$ cat src/rtl/hd_pkg.sv
package hd_pkg;
  localparam int unsigned HD_IN_W  = 15;
  localparam int unsigned HD_OUT_W = 16;
  localparam int unsigned HD_PH_W  = 32;
  localparam int unsigned HD_LO_W  = 12;
  localparam int unsigned HD_DEC   = 40;

  // bit growth of an N-stage integrate/comb decimator with ratio r
  function automatic int unsigned cic_growth(int unsigned r, int unsigned n);
    return n * $clog2(r);
  endfunction
endpackage

$ cat src/rtl/hd_nco_mix.sv
module hd_nco_mix #(
  parameter int unsigned IN_W = 15,
  parameter int unsigned PH_W = 32,
  parameter int unsigned LO_W = 12,
  parameter int unsigned DEC  = 40
) (
  input  logic                          clk_i,
  input  logic                          rst_ni,
  input  logic                          in_valid_i,
  input  logic signed [IN_W-1:0]        in_data_i,
  input  logic [PH_W-1:0]               ftw_i,
  output logic signed [IN_W+LO_W-1:0]   prod_o,
  output logic                          prod_valid_o,
  output logic                          prod_last_o,
  output logic [PH_W-1:0]               ftw_act_o
);
  localparam int unsigned A      = LO_W - 1;
  localparam int unsigned PROD_W = IN_W + LO_W;
  localparam int unsigned CNT_W  = $clog2(DEC);

  logic [PH_W-1:0]        phase_q, ftw_q;
  logic [CNT_W-1:0]       cnt_q;
  logic [LO_W-1:0]        idx;
  logic [A-1:0]           frac, mag;
  logic [2*A-1:0]         sq, mag_w;
  logic signed [LO_W-1:0] lo;
  logic                   last;

  // parabolic sine: 4x(1-x) over each half period
  always_comb begin
    idx   = phase_q[PH_W-1 -: LO_W];
    frac  = idx[A-1:0];
    sq    = {{A{1'b0}}, frac} * ({{(A-1){1'b0}}, 1'b1, {A{1'b0}}} - {{A{1'b0}}, frac});
    mag_w = sq >> (A - 2);
    mag   = (|mag_w[2*A-1:A]) ? {A{1'b1}} : mag_w[A-1:0];
    lo    = idx[LO_W-1] ? -$signed({1'b0, mag}) : $signed({1'b0, mag});
  end

  assign last = (cnt_q == CNT_W'(DEC - 1));

  always_ff @(posedge clk_i or negedge rst_ni) begin
    if (!rst_ni) begin
      phase_q      <= '0;
      ftw_q        <= '0;
      cnt_q        <= '0;
      prod_o       <= '0;
      prod_valid_o <= 1'b0;
      prod_last_o  <= 1'b0;
    end else begin
      prod_valid_o <= in_valid_i;
      prod_last_o  <= in_valid_i && last;
      if (in_valid_i) begin
        prod_o  <= {{(PROD_W-IN_W){in_data_i[IN_W-1]}}, in_data_i} *
                   {{(PROD_W-LO_W){lo[LO_W-1]}}, lo};
        phase_q <= phase_q + ftw_q;
        if (last) begin
          cnt_q <= '0;
          ftw_q <= ftw_i;
        end else begin
          cnt_q <= cnt_q + 1'b1;
        end
      end
    end
  end

  assign ftw_act_o = ftw_q;
endmodule

$ cat src/rtl/hd_cic.sv
module hd_cic #(
  parameter int unsigned IN_W   = 27,
  parameter int unsigned STAGES = 3,
  parameter int unsigned ACC_W  = 45,
  parameter int unsigned SHIFT  = 16
) (
  input  logic                          clk_i,
  input  logic                          rst_ni,
  input  logic                          valid_i,
  input  logic                          last_i,
  input  logic signed [IN_W-1:0]        x_i,
  output logic                          valid_o,
  output logic signed [ACC_W-SHIFT-1:0] y_o
);
  localparam int unsigned OUT_W = ACC_W - SHIFT;

  logic signed [ACC_W-1:0] integ_q [STAGES];
  logic signed [ACC_W-1:0] integ_n [STAGES];
  logic signed [ACC_W-1:0] dly_q   [STAGES];
  logic signed [ACC_W-1:0] comb_n  [STAGES];
  logic signed [ACC_W-1:0] dec_q;
  logic                    dec_v_q;

  always_comb begin
    integ_n[0] = integ_q[0] + {{(ACC_W-IN_W){x_i[IN_W-1]}}, x_i};
    for (int s = 1; s < STAGES; s++) integ_n[s] = integ_q[s] + integ_n[s-1];
    comb_n[0] = dec_q - dly_q[0];
    for (int s = 1; s < STAGES; s++) comb_n[s] = comb_n[s-1] - dly_q[s];
  end

  for (genvar s = 0; s < STAGES; s++) begin : g_stage
    always_ff @(posedge clk_i or negedge rst_ni) begin
      if (!rst_ni) begin
        integ_q[s] <= '0;
        dly_q[s]   <= '0;
      end else begin
        if (valid_i) integ_q[s] <= integ_n[s];
        if (dec_v_q) dly_q[s] <= (s == 0) ? dec_q : comb_n[(s == 0) ? 0 : s-1];
      end
    end
  end

  always_ff @(posedge clk_i or negedge rst_ni) begin
    if (!rst_ni) begin
      dec_q   <= '0;
      dec_v_q <= 1'b0;
      y_o     <= '0;
      valid_o <= 1'b0;
    end else begin
      dec_v_q <= valid_i && last_i;
      if (valid_i && last_i) dec_q <= integ_n[STAGES-1];
      valid_o <= dec_v_q;
      if (dec_v_q) y_o <= OUT_W'(comb_n[STAGES-1] >>> SHIFT);
    end
  end
endmodule

$ cat src/rtl/hd_iir_sat.sv
module hd_iir_sat #(
  parameter int unsigned W         = 29,
  parameter int unsigned SH_W      = 4,
  parameter int unsigned OUT_W     = 16,
  parameter int unsigned OUT_SHIFT = 8
) (
  input  logic                    clk_i,
  input  logic                    rst_ni,
  input  logic                    valid_i,
  input  logic signed [W-1:0]     x_i,
  input  logic [SH_W-1:0]         shift_i,
  output logic                    valid_o,
  output logic signed [OUT_W-1:0] data_o
);
  localparam logic signed [W-1:0] HI = {{(W-OUT_W+1){1'b0}}, {(OUT_W-1){1'b1}}};
  localparam logic signed [W-1:0] LO = {{(W-OUT_W+1){1'b1}}, {(OUT_W-1){1'b0}}};

  logic signed [W-1:0] y_q, z;
  logic signed [W:0]   diff, step, sum;
  logic                v_q;

  always_comb begin
    diff = {x_i[W-1], x_i} - {y_q[W-1], y_q};
    step = diff >>> shift_i;
    sum  = {y_q[W-1], y_q} + step;
    z    = y_q >>> OUT_SHIFT;
  end

  always_ff @(posedge clk_i or negedge rst_ni) begin
    if (!rst_ni) begin
      y_q     <= '0;
      v_q     <= 1'b0;
      valid_o <= 1'b0;
      data_o  <= '0;
    end else begin
      v_q     <= valid_i;
      valid_o <= v_q;
      if (valid_i) y_q <= sum[W-1:0];
      if (v_q) begin
        if (z > HI)      data_o <= {1'b0, {(OUT_W-1){1'b1}}};
        else if (z < LO) data_o <= {1'b1, {(OUT_W-1){1'b0}}};
        else             data_o <= z[OUT_W-1:0];
      end
    end
  end
endmodule

$ cat src/rtl/hetero_demod.sv
module hetero_demod
  import hd_pkg::*;
#(
  parameter int unsigned IN_W      = HD_IN_W,
  parameter int unsigned OUT_W     = HD_OUT_W,
  parameter int unsigned PH_W      = HD_PH_W,
  parameter int unsigned LO_W      = HD_LO_W,
  parameter int unsigned DEC       = HD_DEC,
  parameter int unsigned STAGES    = 3,
  parameter int unsigned CIC_SHIFT = 16,
  parameter int unsigned SH_W      = 4,
  parameter int unsigned OUT_SHIFT = 8
) (
  input  logic                    clk_i,
  input  logic                    rst_ni,
  input  logic                    in_valid_i,
  input  logic signed [IN_W-1:0]  in_data_i,
  input  logic [PH_W-1:0]         ftw_i,
  input  logic [SH_W-1:0]         iir_shift_i,
  output logic                    out_valid_o,
  output logic signed [OUT_W-1:0] out_data_o
);
  localparam int unsigned PROD_W = IN_W + LO_W;
  localparam int unsigned ACC_W  = PROD_W + cic_growth(DEC, STAGES);
  localparam int unsigned CIC_W  = ACC_W - CIC_SHIFT;

  logic signed [PROD_W-1:0] prod;
  logic                     prod_v, prod_last, cic_v;
  logic signed [CIC_W-1:0]  cic_y;
  logic [PH_W-1:0]          ftw_act;

  hd_nco_mix #(.IN_W(IN_W), .PH_W(PH_W), .LO_W(LO_W), .DEC(DEC)) i_nco (
    .clk_i, .rst_ni, .in_valid_i, .in_data_i, .ftw_i,
    .prod_o(prod), .prod_valid_o(prod_v), .prod_last_o(prod_last), .ftw_act_o(ftw_act)
  );

  hd_cic #(.IN_W(PROD_W), .STAGES(STAGES), .ACC_W(ACC_W), .SHIFT(CIC_SHIFT)) i_cic (
    .clk_i, .rst_ni, .valid_i(prod_v), .last_i(prod_last), .x_i(prod),
    .valid_o(cic_v), .y_o(cic_y)
  );

  hd_iir_sat #(.W(CIC_W), .SH_W(SH_W), .OUT_W(OUT_W), .OUT_SHIFT(OUT_SHIFT)) i_iir (
    .clk_i, .rst_ni, .valid_i(cic_v), .x_i(cic_y), .shift_i(iir_shift_i),
    .valid_o(out_valid_o), .data_o(out_data_o)
  );
endmodule

$ cat config.mk
export PLATFORM = sky130hd
export DESIGN_NAME = hetero_demod
export DESIGN_NICKNAME = d
export VERILOG_FILES = /design/src/rtl/hd_pkg.sv /design/src/rtl/hd_nco_mix.sv /design/src/rtl/hd_cic.sv /design/src/rtl/hd_iir_sat.sv /design/src/rtl/hetero_demod.sv
export SDC_FILE = /design/constraint.sdc
export NUM_CORES = 2
export LEC_CHECK = 0
export ABC_AREA = 1
export BUFFER_PORTS_ARGS = -buffer_cell sky130_fd_sc_hd__buf_4
export CORE_MARGIN = 4
export CORE_UTILIZATION = 50
export DETAILED_ROUTE_END_ITERATION = 10
export GPL_TIMING_DRIVEN = 0
export HOLD_SLACK_MARGIN = 0.15
export PLACE_DENSITY = 0.63
export SYNTH_ARGS = -nofsm -noshare
export SYNTH_HDL_FRONTEND = slang
export SYNTH_SLANG_ARGS = --single-unit
$ cat constraint.sdc
create_clock -name clk_i -period 14.6 [get_ports clk_i]
set_input_delay 2.92 -clock clk_i [delete_from_list [all_inputs] [get_ports clk_i]]
set_output_delay 2.92 -clock clk_i [all_outputs]
set_load 0.05 [all_outputs]
Word-level counts from Yosys, hierarchy flattened
Index checks and enable logic that the tools add are counted.
W data, S select, Z words.

storage, ports and cells
  register bits after elaboration = 492
  bits in latches = 0
  memory bits (writable) = 0
  ROM bits = 0
  input port bits = 54
  output and inout port bits = 17
  memories kept = 0

operators by class
  add/sub/neg operators = 12
  $mul = 2
  div/mod/pow operators = 0
  $lt $le $gt $ge = 2
  equal/unequal tests = 1
  shifts and indexed selects = 1
  multiplexer cells = 5
  bitwise gates (word level) = 0
  reduce and logical (&&, ||, !) cells = 4

operators with widths
  operator                  number
  $add A45 B45 Y45          3
  $sub A45 B45 Y45          3
  $add A32 B32 Y32          1
  $mux W16                  2
  $sshr A30 B4 Y29          1
  $sub A29 B29 Y30          1
  $add A29 B29 Y29          1
  $mul A15 B12 Y27          1
  $mul A11 B22 Y22          1
  $gt A21 B16 Y1 const B    1
  $lt A21 B16 Y1 const B    1
  $sub A12 B11 Y13 const A  1
  $mux W12                  1
  $neg A11 Y12              1
  $mux W11                  1
  $add A6 B1 Y6 const B     1
  $eq A6 B6 Y1 const B      1
  $mux W6                   1
  $logic_and A1 B1 Y1       2
  $reduce_and A2 Y1         1
  $reduce_or A2 Y1          1

Depth between registers and ports, before layout
  depth after elaboration = 7
  depth in mapped cells = 56
  depth with buffers taken out = 56

By module
From an unflattened synthesis, not the netlist that was laid out.

unflattened totals
  cells, all modules = 7526
  area total of the unflattened synthesis = 52879.5 sq um

by module, submodules not included
  module      instances  cells each  area each (sq um)
  hd_cic      1          4366        29814.8
  hd_nco_mix  1          2109        16600.9
  hd_iir_sat  1          1051        6463.7

Worst setup path before layout
Ideal clock, no wire load.

  kind = register -> register
  start = register i_nco.phase_q[21]
  end = register i_nco.prod_o[22]
  library setup time = 0.118 ns
  arrival = 11.231 ns
  data required time = 14.482 ns
  setup slack = 3.251 ns
  cell stages (with the launch flop) = 52
  cell sequence = dfrtp_1 > clkinv_1 > ha_1 > nand2_1 > inv_1 > ha_1 > clkbuf_1 > nor2_1 > fa_1 > inv_1 > fa_1 > inv_1 > fa_1 > fa_1 > inv_1 > fa_1 > inv_1 > ha_1 > (+16 left out) > fa_1 > fa_1 > inv_1 > fa_1 > inv_1 > fa_1 > inv_1 > ha_1 > a21oi_1 > o21ai_0 > a21o_1 > a21boi_0 > o21ai_0 > a21oi_1 > o21ai_0 > or2_2 > nand3_1 > nand2_1

between the ends
  cells in the longest elaborated chain, start to end = 7

RTL lines
  item                    line              text
  from (decl)             hd_nco_mix.sv:21  logic [PH_W-1:0] phase_q, ftw_q;
  from (signal assigned)  hd_nco_mix.sv:55  phase_q <= phase_q + ftw_q;
  $sub A12 B11 Y13        hd_nco_mix.sv:33  sq = {{A{1'b0}}, frac} * ({{(A-1){1'b0}}, 1'b1, {A{1'b0}}} - {{A{1'b0}}, frac});
  $mul A11 B22 Y22 (*)    hd_nco_mix.sv:33
  $reduce_or A2 Y1        hd_nco_mix.sv:35  mag = (|mag_w[2*A-1:A]) ? {A{1'b1}} : mag_w[A-1:0];
  $mux W11 (*)            hd_nco_mix.sv:35
  $neg A11 Y12            hd_nco_mix.sv:36  lo = idx[LO_W-1] ? -$signed({1'b0, mag}) : $signed({1'b0, mag});
  $mux W12 (*)            hd_nco_mix.sv:36
  $mul A15 B12 Y27 (*)    hd_nco_mix.sv:53  prod_o <= {{(PROD_W-IN_W){in_data_i[IN_W-1]}}, in_data_i} *
  to (signal assigned)    hd_nco_mix.sv:53
  to (decl)               hd_nco_mix.sv:12  output logic signed [IN_W+LO_W-1:0] prod_o,

Every way passes the cells marked *; elsewhere a longest branch is shown, timed or not.
A chain may end at the register's enable or synchronous reset.

Worst setup path in the final report
Same ends and word-level chain as after synthesis.

==> impl_table.tex <==
\begin{tabular}{lr}
\hline
Metric & Value \\
\hline
\multicolumn{2}{l}{\textbf{Clocking}} \\
Number of clock buffers inserted by TritonCTS & between 50 and 60 \\
Count of H-tree levels built during CTS & 2 \\
Source-to-sink clock delay at the later pin of the worst-skew pair & approximately 0.7 ns \\
CTS tree & built \\
Max Root-Sink Buffers & 3 \\
Clock tree sinks & approximately 500 \\
Root Driver & clkbuf\_16 \\
Post-CTS setup buffer count & 0 \\
Clock-pin slew on the worst setup and hold paths & around 0.06 ns \\
\multicolumn{2}{l}{\textbf{Critical path}} \\
Required @ worst endpoint & $\sim$15 ns \\
Max Fanout on Critical Path & 10 \\
Cell repeated most along the worst path & fa\_1 \\
Start point of the critical path & i\_nco.phase\_q[21]\$\_DFFE\_PN0P\_ \\
Critical path's slowest cell & dfrtp\_1 \\
End of the worst register-to-register path & i\_nco.prod\_o[22]\$\_DFFE\_PN0P\_ \\
Kind of capture point of the worst setup path & flop \\
Worst Path Class, Setup & reg2reg \\
Slack of the worst reg-to-reg path & roughly 0.67 ns \\
Start of the worst register-to-register path & i\_nco.phase\_q[21]\$\_DFFE\_PN0P\_ \\
CP peak stage delay & roughly 0.6 ns \\
Reg2Reg Depth & 51 \\
Signal arrival time at the worst endpoint & between 10 and 15 ns \\
Startpoint type of the worst setup path & flop \\
\multicolumn{2}{l}{\textbf{Finish}} \\
Share of post-route cells with drive strength above 1 & 0.03659 \\
Final Instance Area & $\sim$55000 sq um \\
Layout filler cell count & 10.26k \\
Area Growth Syn to Fin & 8.544\% \\
Final-stage net count & about 8.2k \\
Final Instance Count excl. Fillers & between 8k and 9k \\
Diodes inserted & 0 \\
\multicolumn{2}{l}{\textbf{Synthesis}} \\
Fraction of synthesis flops using an asynchronous set or reset pin & 1.000 \\
Number of flip-flops and latches in the synthesized netlist & $\sim$490 \\
Most used DFF post-synth & dfrtp\_1 \\
Ys Warns & 0 \\
Synthesized area per cell & roughly 7 sq um \\
Number of different library cells in the post-synthesis netlist & 60 \\
Share of Yosys cell area claimed by the top area cell type & 0.2411 \\
Main area contributors after synthesis & dfrtp\_1, nand2\_1, ha\_1 \\
Synthesized cell area & between 50000 and 60000 sq um \\
Fraction of the yosys area taken by sequential cells & 0.2411 \\
Dominant cell type by area after synthesis & dfrtp\_1 \\
Cell count after synthesis & between 7k and 8k \\
Count of flip-flops with a built-in enable after synthesis & 0 \\
\multicolumn{2}{l}{\textbf{Floorplanning}} \\
Die extent in y & between 300 and 400 um \\
Std-Cell Core Area & just over 100000 sq um \\
Placement Rows & around 120 \\
Number of top-level pins & 71 \\
Die Footprint & about 110000 sq um \\
Starting density of the core & 0.5070 \\
Die extent in x & roughly 330 um \\
\multicolumn{2}{l}{\textbf{Worst hold path}} \\
Worst-case hold path end point & i\_iir.v\_q\$\_DFF\_PN0\_ \\
Hold path startpoint & i\_cic.valid\_o\$\_DFF\_PN0\_ \\
Instance count along the most critical hold path & 0 \\
Worst hold path type & reg2reg \\
\multicolumn{2}{l}{\textbf{Job}} \\
\# Max-Cap Violations & 0 \\
\multicolumn{2}{l}{\textbf{Routing}} \\
Met3 routed WL & about 8.8 mm \\
Average wire per cell in the routed design & 18.49 um \\
Average vias per placed instance & approximately 5.5 \\
Antenna violation net count after detailed routing & 0 \\
Remaining routing DRC violations & 0 \\
Initial DRC count & approximately 3.6k \\
Highest routed metal layer & met4 \\
Number of detailed-routing iterations run before antenna repair & 6 \\
Routed metal-1 wire length & roughly 76 mm \\
Overall via count from detail\_route & 48.24k \\
Total Wirelength & approximately 160 mm \\
DR WL met2 & 72.45 mm \\
\multicolumn{2}{l}{\textbf{Timing}} \\
Final setup skew & between 0.02 and 0.03 ns \\
Highest Clock Rate & 71.77 MHz \\
Final Max Slew Viols & 0 \\
Hold violation total from the final report & 0 \\
Max-slew headroom at the worst pin & 0.2930 \\
Final period util & 0.9543 \\
Final sum of negative setup slack & 0 ns \\
Final period demand of the worst path & 13.93 ns \\
Final Setup Violations & 0 \\
Setup repair after global routing missed its margin & false \\
Slew @ Worst Pin & about 1.1 ns \\
\multicolumn{2}{l}{\textbf{Global routing}} \\
Global-route wire length before repair & 257.3 mm \\
Via count of the first global-routing pass & about 47k \\
Initial antenna violation count & 0 \\
Total routing resource utilization after global routing & 0.3004 \\
Total congestion overflow & 0 \\
Pin count of the biggest net entering global routing & $\sim$120 \\
\multicolumn{2}{l}{\textbf{Outcome}} \\
Run status & finished, final reports clean \\
\multicolumn{2}{l}{\textbf{Place}} \\
Detailed-placement wirelength estimate & between 100 and 150 mm \\
GP Congestion & around 0.97 \\
Standard cell area after detailed placement & 53390 sq um \\
Number of port buffers & 60 \\
Number of placed instances, taps included & around 8.7k \\
\hline
\end{tabular}
[worst max-delay path, delay by kind of cell, from the launching register on]
family | cells | cell delay [ns]
adders and majority gates | 15 | 6.65
and+or+nand+nor | 14 | 2.28
AOI/OAI and AO/OA | 9 | 2.17
buffers and inverters | 12 | 1.72
DFF | 1 | 0.61
xor gates and xnor gates | 1 | 0.33
[sequential cells by signal (all words and copies together) (netlist names)]
signal and count:
i_cic.dly_q 135, i_cic.integ_q 135, i_cic.dec_q 45, i_nco.ftw_act_o 32, i_nco.phase_q 32, i_cic.y_o 29, i_iir.y_q 29, i_nco.prod_o 27
i_iir.data_o 16, i_nco.cnt_q 6, i_cic.dec_v_q 1, i_cic.valid_o 1, i_iir.v_q 1, i_iir.valid_o 1, i_nco.prod_last_o 1, i_nco.prod_valid_o 1
[routing by layer]
layer | vias to the layer above | global-route usage
li1 | 23662 | -
met1 | 23035 | 0.4317
met2 | 1289 | 0.4817
met3 | 249 | 0.02879
met4 | 0 | 0.09086
met5 | - | 0
[cells by family after synthesis]
kind of cell,after synthesis,share of synthesized area
and+or+nand+nor,3111,0.2508
AOI/OAI and AO/OA,1373,0.1483
buffers and inverters,1222,0.09058
adders and majority gates,740,0.2200
DFF,492,0.2411
xor gates and xnor gates,283,0.04868
other,2,0.0001471
muxes,2,0.0003920
[cell usage after synthesis, types with 6 or more instances]
cell type  instances
and2_1            11
o21bai_1          38
fa_1             263
nand2_2            9
nand3_2            9
o31ai_1           18
a21o_1            50
nand2_1         1870
dfrtp_1          492
nand3b_1          22
or2_2             45
nand4_1           50
nor2_2            12
xor2_1           168
o21a_1            37
nand3_1          345
ha_1             477
clkbuf_1         117
inv_1           1049
nor2_1           632
buf_1             34
o211ai_1          31
o21ai_0          567
a31o_2             6
and3_1            14
xnor2_1          114
a221oi_1           6
nor3_1            57
clkinv_1           6
a21oi_1          496
a31oi_1           84
inv_2              7
nor4_1            22
a21boi_0          13
[timing repair]
action	4_1_cts	5_1_grt
hold buffers	0	0
resized for setup	0	1
endpoints found under the setup margin	0	1
[how the worst max path moves through the flow]
| stage | endpoint | slack [ns] | depth (start not counted) |
|---|---|---|---|
| global placement | i_nco.prod_o[22]$_DFFE_PN0P_ | 0.72 | 51 |
| finish | i_nco.prod_o[22]$_DFFE_PN0P_ | 0.67 | 51 |
| detailed placement | i_nco.prod_o[22]$_DFFE_PN0P_ | 0.71 | 51 |
| global route | i_nco.prod_o[22]$_DFFE_PN0P_ | 0.05 | 53 |
| CTS | i_nco.prod_o[22]$_DFFE_PN0P_ | 0.65 | 51 |
| floorplan | i_nco.prod_o[22]$_DFFE_PN0P_ | 3.25 | 51 |
[per-stage QoR]
stage | hold slack (ns) | utilization | setup WS, ns
final | 0.3902 | 0.5503 | 0.6671
after global routing | 0.4134 | 0.5503 | 0.04758
after CTS | 0.3994 | 0.5503 | 0.6512
after detailed placement | 0.3832 | 0.5300 | 0.7068
after global placement | 0.3811 | 0.5286 | 0.7233
after floorplan | 0.3519 | - | 3.251
[placed cells by master (no fill, tap or decap), types with 45 or more instances in the layout]
master     synthesis  final
buf_4              2     61
nor2_1           632    632
clkbuf_16          0     59
xor2_1           168    168
or2_2             45     45
o21ai_0          567    567
a21oi_1          496    496
xnor2_1          114    114
a31oi_1           84     84
inv_1           1049   1049
fa_1             263    263
ha_1             477    477
clkbuf_1         117    130
nor3_1            57     57
nand2_1         1870   1870
a21o_1            50     50
dfrtp_1          492    492
nand4_1           50     50
nand3_1          345    345
[layout make-up]
| class | count | area [sq um] | share of cell area |
|---|---|---|---|
| Buffer | 159 | 633.1 | 0.01142 |
| Clock buffer | 80 | 1635 | 0.02950 |
| Clock inverter | 29 | 400.4 | 0.007223 |
| Inverter | 1063 | 3996 | 0.07210 |
| Multi-Input combinational cell | 5519 | 34160 | 0.6163 |
| Sequential cell | 492 | 12310 | 0.2221 |
| Tap cell | 1357 | 1698 | 0.03063 |
| Timing Repair Buffer | 65 | 595.6 | 0.01074 |
Power is left out: the tool's default activity adds up to more than one toggle a clock period on the data nets, which glitch-free logic cannot reach.
